<file path="src/rtl/isp_pkg.sv">
package isp_pkg;
  localparam int IR_W = 10;

  localparam logic [IR_W-1:0] K_IO_RECONF   = 10'h00D;
  localparam logic [IR_W-1:0] K_REBOOT      = 10'h001;
  localparam logic [IR_W-1:0] K_EN_TRISTATE = 10'h2CC;
  localparam logic [IR_W-1:0] K_EN_HOLD     = 10'h233;
  localparam logic [IR_W-1:0] K_LEAVE       = 10'h201;
  localparam logic [IR_W-1:0] K_PROG        = 10'h2F4;
  localparam logic [IR_W-1:0] K_IDLE_OP     = 10'h210;
  localparam logic [IR_W-1:0] K_ADDR        = 10'h203;
  localparam logic [IR_W-1:0] K_ERASE       = 10'h2F2;
  localparam logic [IR_W-1:0] K_READ        = 10'h205;
  localparam logic [IR_W-1:0] K_BG_ON       = 10'h199;
  localparam logic [IR_W-1:0] K_BG_OFF      = 10'h166;

  typedef enum logic [1:0] {
    MD_USER  = 2'd0,
    MD_HIZ   = 2'd1,
    MD_CLAMP = 2'd2,
    MD_BG    = 2'd3
  } mode_e;

  typedef enum logic [1:0] {
    DR_BYP  = 2'd0,
    DR_DFLT = 2'd1,
    DR_ADDR = 2'd2
  } dr_e;

  typedef enum logic [3:0] {
    OP_BAD, OP_IO_RECONF, OP_REBOOT, OP_EN_HIZ, OP_EN_CLAMP, OP_LEAVE,
    OP_PROG, OP_NOOP, OP_ADDR, OP_ERASE, OP_READ, OP_BG_ON, OP_BG_OFF
  } op_e;
endpackage

</file>
<file path="src/rtl/isp_op_decode.sv">
module isp_op_decode
  import isp_pkg::*;
(
  input  logic [IR_W-1:0] ir,
  output op_e             op
);
  always_comb begin
    unique case (ir)
      K_IO_RECONF:   op = OP_IO_RECONF;
      K_REBOOT:      op = OP_REBOOT;
      K_EN_TRISTATE: op = OP_EN_HIZ;
      K_EN_HOLD:     op = OP_EN_CLAMP;
      K_LEAVE:       op = OP_LEAVE;
      K_PROG:        op = OP_PROG;
      K_IDLE_OP:     op = OP_NOOP;
      K_ADDR:        op = OP_ADDR;
      K_ERASE:       op = OP_ERASE;
      K_READ:        op = OP_READ;
      K_BG_ON:       op = OP_BG_ON;
      K_BG_OFF:      op = OP_BG_OFF;
      default:       op = OP_BAD;
    endcase
  end
endmodule

</file>
<file path="src/rtl/isp_exit_timer.sv">
module isp_exit_timer #(
  parameter int EXIT_CYC = 20000
) (
  input  logic clk,
  input  logic rst_n,
  input  logic start,
  input  logic run,
  input  logic idle,
  output logic done
);
  localparam int CW = (EXIT_CYC > 1) ? $clog2(EXIT_CYC) : 1;
  localparam logic [CW-1:0] LAST = CW'(EXIT_CYC - 1);

  logic [CW-1:0] cnt_q, cnt_d;

  always_comb begin
    done  = run && idle && (cnt_q == LAST);
    cnt_d = cnt_q;
    if (start || !run || !idle) cnt_d = '0;
    else if (!done)             cnt_d = cnt_q + 1'b1;
  end

  always_ff @(posedge clk or negedge rst_n) begin
    if (!rst_n) cnt_q <= '0;
    else        cnt_q <= cnt_d;
  end
endmodule

</file>
<file path="src/rtl/isp_mode_ctrl.sv">
module isp_mode_ctrl
  import isp_pkg::*;
#(
  parameter int EXIT_CYC = 20000
) (
  input  logic            clk,
  input  logic            rst_n,
  input  logic [IR_W-1:0] ir_value,
  input  logic            ir_update,
  input  logic            tap_idle,
  input  logic            status_ok,
  output logic [1:0]      mode,
  output logic            exiting,
  output logic            io_hiz,
  output logic            io_clamp,
  output logic            core_freeze,
  output logic [1:0]      dr_sel,
  output logic            prog_stb,
  output logic            erase_stb,
  output logic            read_stb,
  output logic            addr_inc,
  output logic            io_cfg_stb,
  output logic            reconfig_req,
  output logic            bg_intr,
  output logic            bad_op
);
  op_e   op;
  mode_e mode_q, mode_d;
  dr_e   dr_q, dr_d;
  logic  exit_q, exit_d, bad_q, bad_d, bgi_q, bgi_d;
  logic  aok_q, aok_d, rdseen_q, rdseen_d;
  logic  pprog_q, pprog_d, perase_q, perase_d;
  logic  rd_q, rd_d, inc_q, inc_d, cfg_q, cfg_d, rcfg_q, rcfg_d;
  logic  in_isp, active, tmr_done, leave_go;

  isp_op_decode u_dec (.ir(ir_value), .op(op));

  isp_exit_timer #(.EXIT_CYC(EXIT_CYC)) u_tmr (
    .clk(clk), .rst_n(rst_n), .start(leave_go), .run(exit_q),
    .idle(tap_idle), .done(tmr_done)
  );

  assign in_isp   = (mode_q == MD_HIZ) || (mode_q == MD_CLAMP);
  assign active   = (mode_q != MD_USER) && !exit_q;
  assign leave_go = ir_update && (op == OP_LEAVE) && in_isp && !exit_q;

  // next state
  always_comb begin
    mode_d = mode_q;  dr_d = dr_q;  exit_d = exit_q;  bad_d = bad_q;
    bgi_d = bgi_q;    aok_d = aok_q;  rdseen_d = rdseen_q;
    pprog_d = pprog_q && !tap_idle;
    perase_d = perase_q && !tap_idle;
    rd_d = 1'b0;  inc_d = 1'b0;  cfg_d = 1'b0;  rcfg_d = 1'b0;

    if (tmr_done) begin
      mode_d = MD_USER;  exit_d = 1'b0;  dr_d = DR_BYP;
      aok_d = 1'b0;      rdseen_d = 1'b0;
    end

    if (ir_update) begin
      dr_d = DR_BYP;
      unique case (op)
        OP_BAD:       bad_d = 1'b1;
        OP_EN_HIZ:    if (mode_q == MD_USER) mode_d = MD_HIZ;
        OP_EN_CLAMP:  if (mode_q == MD_USER) mode_d = MD_CLAMP;
        OP_BG_ON:     if (mode_q == MD_USER) mode_d = MD_BG;
        OP_LEAVE: if (leave_go) begin
          exit_d = 1'b1;  aok_d = 1'b0;  rdseen_d = 1'b0;
          pprog_d = 1'b0; perase_d = 1'b0;
        end
        OP_BG_OFF: if (mode_q == MD_BG) begin
          mode_d = MD_USER; bgi_d = 1'b0; aok_d = 1'b0; rdseen_d = 1'b0;
          pprog_d = 1'b0;   perase_d = 1'b0;
        end
        OP_REBOOT: if (!in_isp) begin
          rcfg_d = 1'b1;
          if (mode_q == MD_BG) bgi_d = 1'b1;
        end
        OP_IO_RECONF: if (status_ok && !exit_q) cfg_d = 1'b1;
        OP_NOOP:  if (active) dr_d = DR_DFLT;
        OP_ADDR:  if (active) begin
          dr_d = DR_ADDR;  aok_d = 1'b1;  rdseen_d = 1'b0;
        end
        OP_PROG:  if (active) pprog_d = 1'b1;
        OP_ERASE: if (active && aok_q) perase_d = 1'b1;
        OP_READ:  if (active) begin
          rd_d = 1'b1;  inc_d = rdseen_q;  rdseen_d = 1'b1;
        end
        default: ;
      endcase
    end
  end

  // registers
  always_ff @(posedge clk or negedge rst_n) begin
    if (!rst_n) begin
      mode_q <= MD_USER;  dr_q <= DR_BYP;  exit_q <= 1'b0;  bad_q <= 1'b0;
      bgi_q <= 1'b0;      aok_q <= 1'b0;   rdseen_q <= 1'b0;
      pprog_q <= 1'b0;    perase_q <= 1'b0;
      rd_q <= 1'b0;  inc_q <= 1'b0;  cfg_q <= 1'b0;  rcfg_q <= 1'b0;
    end else begin
      mode_q <= mode_d;  dr_q <= dr_d;  exit_q <= exit_d;  bad_q <= bad_d;
      bgi_q <= bgi_d;    aok_q <= aok_d; rdseen_q <= rdseen_d;
      pprog_q <= pprog_d; perase_q <= perase_d;
      rd_q <= rd_d;  inc_q <= inc_d;  cfg_q <= cfg_d;  rcfg_q <= rcfg_d;
    end
  end

  assign mode         = mode_q;
  assign exiting      = exit_q;
  assign io_hiz       = (mode_q == MD_HIZ);
  assign io_clamp     = (mode_q == MD_CLAMP);
  assign core_freeze  = (mode_q == MD_CLAMP);
  assign dr_sel       = dr_q;
  assign prog_stb     = pprog_q && tap_idle && !exit_q;
  assign erase_stb    = perase_q && tap_idle && !exit_q;
  assign read_stb     = rd_q;
  assign addr_inc     = inc_q;
  assign io_cfg_stb   = cfg_q;
  assign reconfig_req = rcfg_q;
  assign bg_intr      = bgi_q;
  assign bad_op       = bad_q;
endmodule

</file>
<file path="config.mk">
export PLATFORM = sky130hd
export DESIGN_NAME = isp_mode_ctrl
export DESIGN_NICKNAME = d
export VERILOG_FILES = /design/src/rtl/isp_pkg.sv /design/src/rtl/isp_op_decode.sv /design/src/rtl/isp_exit_timer.sv /design/src/rtl/isp_mode_ctrl.sv
export SDC_FILE = /design/constraint.sdc
export NUM_CORES = 1
export LEC_CHECK = 0
export ABC_AREA = 1
export BUFFER_PORTS_ARGS = -buffer_cell sky130_fd_sc_hd__buf_2
export CORE_UTILIZATION = 25
export DETAILED_ROUTE_END_ITERATION = 6
export GPL_TIMING_DRIVEN = 0
export PLACE_DENSITY_LB_ADDON = 0.3
export SETUP_SLACK_MARGIN = 0.4
export SLEW_MARGIN = 20
export SYNTH_ARGS = -nofsm -noshare
export SYNTH_HDL_FRONTEND = slang
export SYNTH_SLANG_ARGS = --single-unit
</file>
<file path="constraint.sdc">
create_clock -name clk -period 3.28 [get_ports clk]
set_input_delay 0.164 -clock clk [delete_from_list [all_inputs] [get_ports clk]]
set_output_delay 0.164 -clock clk [all_outputs]
set_load 0.02 [all_outputs]
</file>
; ---- Word level (Yosys, flattened, before mapping)
; Index checks and enable logic that the tools add are counted.
[classes]
add_sub_neg = 1
n_eq_ne = 32
muxes = 58
reduce_logical = 26
[ops]
columns = cell, count
row1 = "10-bit == test, second input constant", 8
row2 = 4-bit one-hot mux with 12 select lines, 1
row3 = 1-bit two-way mux, 39
row4 = 15-bit two-way mux, 2
row5 = "10-bit by 9-bit == test with 1-bit output, second input constant", 2
row6 = "4-bit == test, second input constant", 5
row7 = 2-bit two-way mux, 9
row8 = "4-bit by 3-bit == test with 1-bit output, second input constant", 4
row9 = "15-bit by 1-bit adder with 15-bit output, second input constant", 1
row10 = "15-bit == test, second input constant", 1
row11 = 1-bit logical AND, 14
row12 = "10-bit by 1-bit == test with 1-bit output, second input constant", 1
row13 = "10-bit by 4-bit == test with 1-bit output, second input constant", 1
row14 = 1-bit one-hot mux with 3 select lines, 3
row15 = "4-bit by 2-bit == test with 1-bit output, second input constant", 2
row16 = 2-bit one-hot mux with 4 select lines, 1
row17 = "2-bit inequality test, second input constant", 3
row18 = 2-bit nonzero test, 3
row19 = 5-bit AND reduction, 1
row20 = "2-bit == test, second input constant", 2
row21 = "4-bit by 1-bit == test with 1-bit output, second input constant", 1
row22 = 4-bit zero test, 1
row23 = 1-bit one-hot mux with 4 select lines, 1
row24 = 2-bit one-hot mux with 2 select lines, 1
row25 = other kinds (7), 10
[totals]
ff_bits = 30
inputBits = 15
wordCells = 131

; ---- Logic depth before layout (Yosys ltp)
[logic_depth]
ltp_word = 9
depth_mapped = 11

; ---- Hierarchy
; Synthesis repeated with hierarchy kept, for this count alone.
[unflattened]
cells_unflattened = 335
area_unflattened_um2 = 2169.6
[modules_own_cells]
columns = module, instances, cells_each, area_each_um2, seq_area_each_um2
row1 = isp_exit_timer, 1, 138, 940.9, 375.4
row2 = isp_mode_ctrl, 1, 127, 914.6, 375.4
row3 = isp_op_decode, 1, 70, 314.1, 0.0

; ---- Least setup slack after synthesis
; Ideal clock, no wire load.
[synth_path]
kind = reg2reg
from = reg mode_q[0] (netlist: mode[0])
to = reg perase_q
t_arrival_ps = 1355
required_ps = 3160
slack_ps = 1805
stages_incl_launch_ff = 8
path_buffers = 0
path_cell_list = dfrtp_1 > inv_1 > ha_1 > nand3_1 > nand2_1 > nand3_1 > o21ai_1 > nand2_1
[synth_via]
elab_chain_cells = 7
elab_cells_between_ends = 14
classes_between = eq/ne (3) / mux (5) / reduce/logical (6)
[synth_rtl]
columns = item, line
row1 = from (decl), isp_mode_ctrl.sv:28  ; mode_e mode_q, mode_d;
row2 = from (signal assigned), isp_mode_ctrl.sv:97  ; mode_q <= MD_USER; dr_q <= DR_BYP; exit_q <= 1'b0; bad_q <= 1'b0;
row3 = from (signal assigned), isp_mode_ctrl.sv:102  ; mode_q <= mode_d; dr_q <= dr_d; exit_q <= exit_d; bad_q <= bad_d;
row4 = 2-bit by 1-bit == test with 1-bit output / 2-bit == test (equally long branches), isp_mode_ctrl.sv:43  ; assign in_isp = (mode_q == MD_HIZ) || (mode_q == MD_CLAMP);
row5 = 1-bit logical OR, isp_mode_ctrl.sv:43
row6 = 1-bit logical AND (2 in a row), isp_mode_ctrl.sv:45  ; assign leave_go = ir_update && (op == OP_LEAVE) && in_isp && !exit_q;
row7 = 1-bit two-way mux, isp_mode_ctrl.sv:67  ; OP_LEAVE: if (leave_go) begin
row8 = 1-bit one-hot mux with 3 select lines (*), isp_mode_ctrl.sv:62  ; unique case (op)
row9 = 1-bit two-way mux (*), isp_mode_ctrl.sv:60  ; if (ir_update) begin
row10 = net perase_d, isp_mode_ctrl.sv:32  ; logic pprog_q, pprog_d, perase_q, perase_d;
row11 = to (signal assigned), isp_mode_ctrl.sv:104  ; pprog_q <= pprog_d; perase_q <= perase_d;
row12 = to (decl), isp_mode_ctrl.sv:32
; The timed path passes the listed nets; every way through them passes the cells marked *.
; A chain may end at the register's enable or synchronous reset.

; ---- Worst setup path after layout
[layout_path]
from = reg u_tmr.cnt_q[1]
to = reg rdseen_q
[layout_via]
elab_chain_cells = 6
elab_cells_between_ends = 9
classes_between = eq/ne (1) / mux (7) / reduce/logical (1)
[layout_rtl]
columns = item, line
row1 = from (decl), isp_exit_timer.sv:14  ; logic [CW-1:0] cnt_q, cnt_d;
row2 = from (signal assigned), isp_exit_timer.sv:25  ; else cnt_q <= cnt_d;
row3 = 15-bit == test (*), isp_exit_timer.sv:17  ; done = run && idle && (cnt_q == LAST);
row4 = 1-bit logical AND (*), isp_exit_timer.sv:17
row5 = 1-bit two-way mux (*), isp_mode_ctrl.sv:55  ; if (tmr_done) begin
row6 = 1-bit two-way mux (on tied branches), --
row7 = 1-bit one-hot mux with 4 select lines, isp_mode_ctrl.sv:62
row8 = 1-bit two-way mux (*), isp_mode_ctrl.sv:60
row9 = net rdseen_d, isp_mode_ctrl.sv:31  ; logic aok_q, aok_d, rdseen_q, rdseen_d;
row10 = to (signal assigned), isp_mode_ctrl.sv:103  ; bgi_q <= bgi_d; aok_q <= aok_d; rdseen_q <= rdseen_d;
row11 = to (decl), isp_mode_ctrl.sv:31
; Marks and branches as above.

==> impl_results.rst <==
.. list-table::
   :header-rows: 1

   * - Metric
     - Value
   * - Type of the setup path with the least slack
     - reg2reg
   * - Total number of placement rows
     - 33
   * - DRC viols
     - 0
   * - Setup Viol. Count Final
     - 0
   * - Initial cell density of the core
     - a little over a quarter
   * - Required time of the worst setup path
     - ~3.4 ns
   * - Final number of max-transition violations
     - 0
   * - Achievable frequency
     - roughly 600 MHz
   * - Antenna-violating nets left
     - 0
   * - Vias in the first global route
     - about 2100
   * - Maximum count of clock buffers along a single path
     - 2
   * - Data arrival time at the worst-slack endpoint
     - between 1.5 and 2 ns
   * - Worst slew margin
     - 55.1%
   * - Starting DRT DRC Count
     - slightly above 60
   * - Mean area per synthesized cell
     - a little under 7 µm²
   * - Met2 WL
     - 2.68 mm
   * - Fraction of synthesized cell area taken by the top area cell type
     - approximately a third
   * - Clock Skews
     - between 0.005 and 0.006 ns
   * - IO Count
     - 31
   * - Mean routed wirelength per cell
     - approximately 12 µm
   * - Die area
     - 0.00909 mm²
   * - Internal cell power
     - roughly 560 µW
   * - Die height
     - approximately 95 µm
   * - Status
     - finished, final reports clean
   * - Antenna cell count
     - 0
   * - Setup Fix Bufs, Post-CTS
     - 0
   * - Number of iterations in the first detailed-routing pass
     - 4
   * - Met1 wire length
     - roughly 2.5 mm
   * - Final total negative setup slack
     - 0 ns
   * - RSZ-0062 raised after global routing
     - false
   * - Later-pin clock latency in the skew report
     - between 0.2 and 0.3 ns
   * - Cells along the critical path
     - ha_1 > nand3_1 > inv_2 > nand2_1 > nor2_2 > nand3_2 > nand2_1 > nand2_1 > nand3_1 > o21ai_1
   * - Clk pwr share
     - approximately two fifths
   * - Post-Syn Instances
     - between 300 and 400
   * - Clock tree root driver cell
     - clkbuf_8
   * - Syn. warnings
     - 0
   * - Net count of the mapped netlist
     - approximately 330
   * - Yosys cell types
     - 30
   * - Placeable core area
     - between 0.008 and 0.009 mm²
   * - Clock tree from TritonCTS
     - built
   * - Number of port buffers
     - 30
   * - Final layout net count
     - between 300 and 400
   * - Vias post-DR
     - around 2100
   * - Largest fanout of any net on the critical path
     - 8
   * - Delay-heaviest family, CP
     - simple AND/OR/NAND/NOR gates
   * - TritonCTS Sinks
     - 30
   * - Number of buffers created by CTS
     - 5
   * - Routed WL
     - between 5 and 6 mm
   * - Number of antenna violations at the first check in global routing
     - 0
   * - Top Metal Used
     - met4
   * - Hold Vio Cnt, Final
     - 0
   * - Final period demand of the worst path
     - around 1.7 ns
   * - Worst supply voltage drop on vdd
     - between 0.1 and 0.15 mV
   * - Number of non-filler instances in the completed layout
     - 457
   * - Largest cells by area after synthesis
     - dfrtp_1, nand2_1, nor2_1
   * - CP startpoint kind
     - flop
   * - Number of cells upsized or downsized after cts
     - 0
   * - Most frequent cell on the critical path
     - nand2_1
   * - Power share of the sequential group
     - around half
   * - Pin count of the biggest net entering global routing
     - 31
   * - Max_cap viols
     - 0
   * - Path type of the worst min-delay path
     - in2reg
   * - Total power divided by cell area
     - a little under 300 mW/mm²
   * - Synth area leader
     - dfrtp_1
   * - CTS H-tree lvls
     - 2
   * - Share of layout cells above drive strength 1
     - 21.0%
   * - Total half-perimeter wirelength after legalization and detailed placement
     - about 4.3 mm
   * - Post-synthesis sequential element count
     - 30
   * - First-pass GRT wire length
     - roughly 9.4 mm
   * - Max stage delay on crit path
     - approximately 0.38 ns
   * - Met3 routed wirelength
     - around 190 µm
   * - Total routing resource utilization after global routing
     - a little over an eighth
   * - Crit path buffers/inverters
     - 1
   * - Leakage Power
     - 1.29 nW
   * - Last weighted congestion value of the routability-driven placer
     - approximately 0.89
   * - Transition time at the pin with the least slew margin
     - about 0.67 ns
   * - Area added between synthesis and finish
     - 17.6%
   * - Proportion of power drawn by combinational gates
     - 9.3%
   * - Share of the yosys chip area belonging to registers
     - around 34%
   * - Cell with the largest stage delay on the worst path
     - dfrtp_1
   * - Net switching power
     - 185 µW
   * - Vias per cell
     - between 4 and 5
   * - Clock slew at the register clock pins of the worst setup and hold paths
     - around 0.060 ns
   * - Endpoint class of the critical path
     - flop
   * - Crit share post-route
     - between 50% and 60%
   * - Placed cell count
     - 448
   * - Area of the mapped netlist
     - about 0.0022 mm²
   * - Congestion Overflow GR
     - 0
   * - Switching power as a share of total power
     - around a quarter
   * - Die width
     - between 90 and 100 µm
[logic make-up (layout without fill, tap and decap cells)]
group / after synthesis / count (layout) / share of synthesized area [%]
AO/OA/AOI/OAI: 28 / 28 / 7.01
buffers and inverters: 58 / 97 / 10.3
XOR/XNOR: 4 / 4 / 1.61
adder cells (fa/ha/maj): 5 / 5 / 2.87
AND/OR/NAND/NOR: 188 / 188 / 43.7
flip-flops: 30 / 30 / 34.5
[layer usage]
| layer | vias up | global-route usage, % |
|---|---|---|
| met5 | - | 0 |
| met2 | 36 | 23.4 |
| met1 | 952 | 15.4 |
| met4 | 0 | 6.19 |
| li1 | 1086 | - |
| met3 | 8 | 2.87 |
[cells in the final DEF (no fill, tap or decap)]
master and instances:
xor2_1 4, dlygate4sd3_1 1, nand3_2 3, nor2_2 8
o21a_1 1, nor2_4 6, nand2_2 5, o21ai_0 7
o41ai_1 1, o21bai_1 1, nor3_1 13, a31oi_1 3
clkinv_1 1, nand3_1 27, clkinv_2 1, dfrtp_1 30
ha_1 5, o21ai_1 7, nand3b_2 2, nor2_1 49
nand2_1 54, inv_1 47, buf_2 32, nand3b_4 2
and3_1 1, nor4_1 3, nand4_1 13, a21oi_1 8
nor3_2 1, nand3b_1 1, inv_2 7, buf_4 1
clkbuf_1 1, clkbuf_8 6
[worst paths after layout]
check / startpoint / to / slack, ns / depth (start not counted)
max in group asynchronous: rst_n / aok_q$_DFF_PN0_ / 2.38 / 2
min: tap_idle / pprog_q$_DFF_PN0_ / 0.22 / 4
max reg2reg: u_tmr.cnt_q[1]$_DFFE_PN0P_ / rdseen_q$_DFF_PN0_ / 1.60 / 10
min reg2reg: bad_op$_DFFE_PN0P_ / bad_op$_DFFE_PN0P_ / 0.47 / 2
max: u_tmr.cnt_q[1]$_DFFE_PN0P_ / rdseen_q$_DFF_PN0_ / 1.60 / 10
min in group asynchronous: rst_n / u_tmr.cnt_q[12]$_DFFE_PN0P_ / 0.46 / 2
[tightest hold or removal path: cells and delay by family]
family	cells	cell delay [ns]
buf+inv	1	0.12
compound gates	1	0.07
simple gates	2	0.11
[area by class of cell]
class | instances | area [µm²]
fill | 903 | 5780
sequential | 30 | 751
clock inverter | 1 | 5.00
inverter | 55 | 206
multi-input combinational | 225 | 1200
clock buffer | 7 | 86.3
tap | 105 | 131
buffer | 3 | 17.5
timing repair buffer | 31 | 160
[cell usage after synthesis]
master	instances
buf_4	1
o21bai_1	1
nor3_2	1
nor3_1	13
nand3_2	3
nor2_4	6
inv_2	7
dfrtp_1	30
o21ai_0	7
ha_1	5
inv_1	47
nor2_2	8
nor4_1	3
o21a_1	1
xor2_1	4
nand3b_4	2
nand4_1	13
nor2_1	49
o41ai_1	1
clkinv_1	1
nand3b_2	2
nand3b_1	1
a31oi_1	3
o21ai_1	7
buf_2	2
nand3_1	27
a21oi_1	8
nand2_2	5
and3_1	1
nand2_1	54
[flip-flops by register name (all words and copies together) (netlist names)]
signal and cells:
aok_q 1, mode 2, perase_q 1, rdseen_q 1, pprog_q 1, exiting 1
read_stb 1, u_tmr.cnt_q 15, reconfig_req 1, bg_intr 1, bad_op 1, dr_sel 2
io_cfg_stb 1, addr_inc 1
[power by group through the flow]
stage / Sequential, mW / Combinational (mW) / Clock, mW
6_report: 0.372 / 0.0695 / 0.304
5_1_grt: 0.372 / 0.0789 / 0.338
4_1_cts: 0.372 / 0.0706 / 0.317
3_5_place_dp: 0.379 / 0.0693 / 0
3_3_place_gp: 0.379 / 0.0684 / 0
2_1_floorplan: 0.379 / 0.0354 / 0
[repair_timing]
item,4_1_cts,5_1_grt
setup endpoints to repair,0,0
hold endpoints to repair,30,0
hold buffers,1,0
[per-stage QoR]
stage	hold WS [ns]	area [µm²]	setup WS (ns)	total power, mW	util, %
after floorplan	-0.132	2180	1.80	0.415	-
after global placement	0.240	2460	1.63	0.447	29.5
after detailed placement	0.249	2460	1.61	0.448	29.5
after CTS	0.208	2560	1.58	0.759	30.7
after global routing	0.226	2560	1.41	0.788	30.7
final	0.217	2560	1.60	0.745	30.7
No activity file was read; power rests on OpenSTA's default activity.
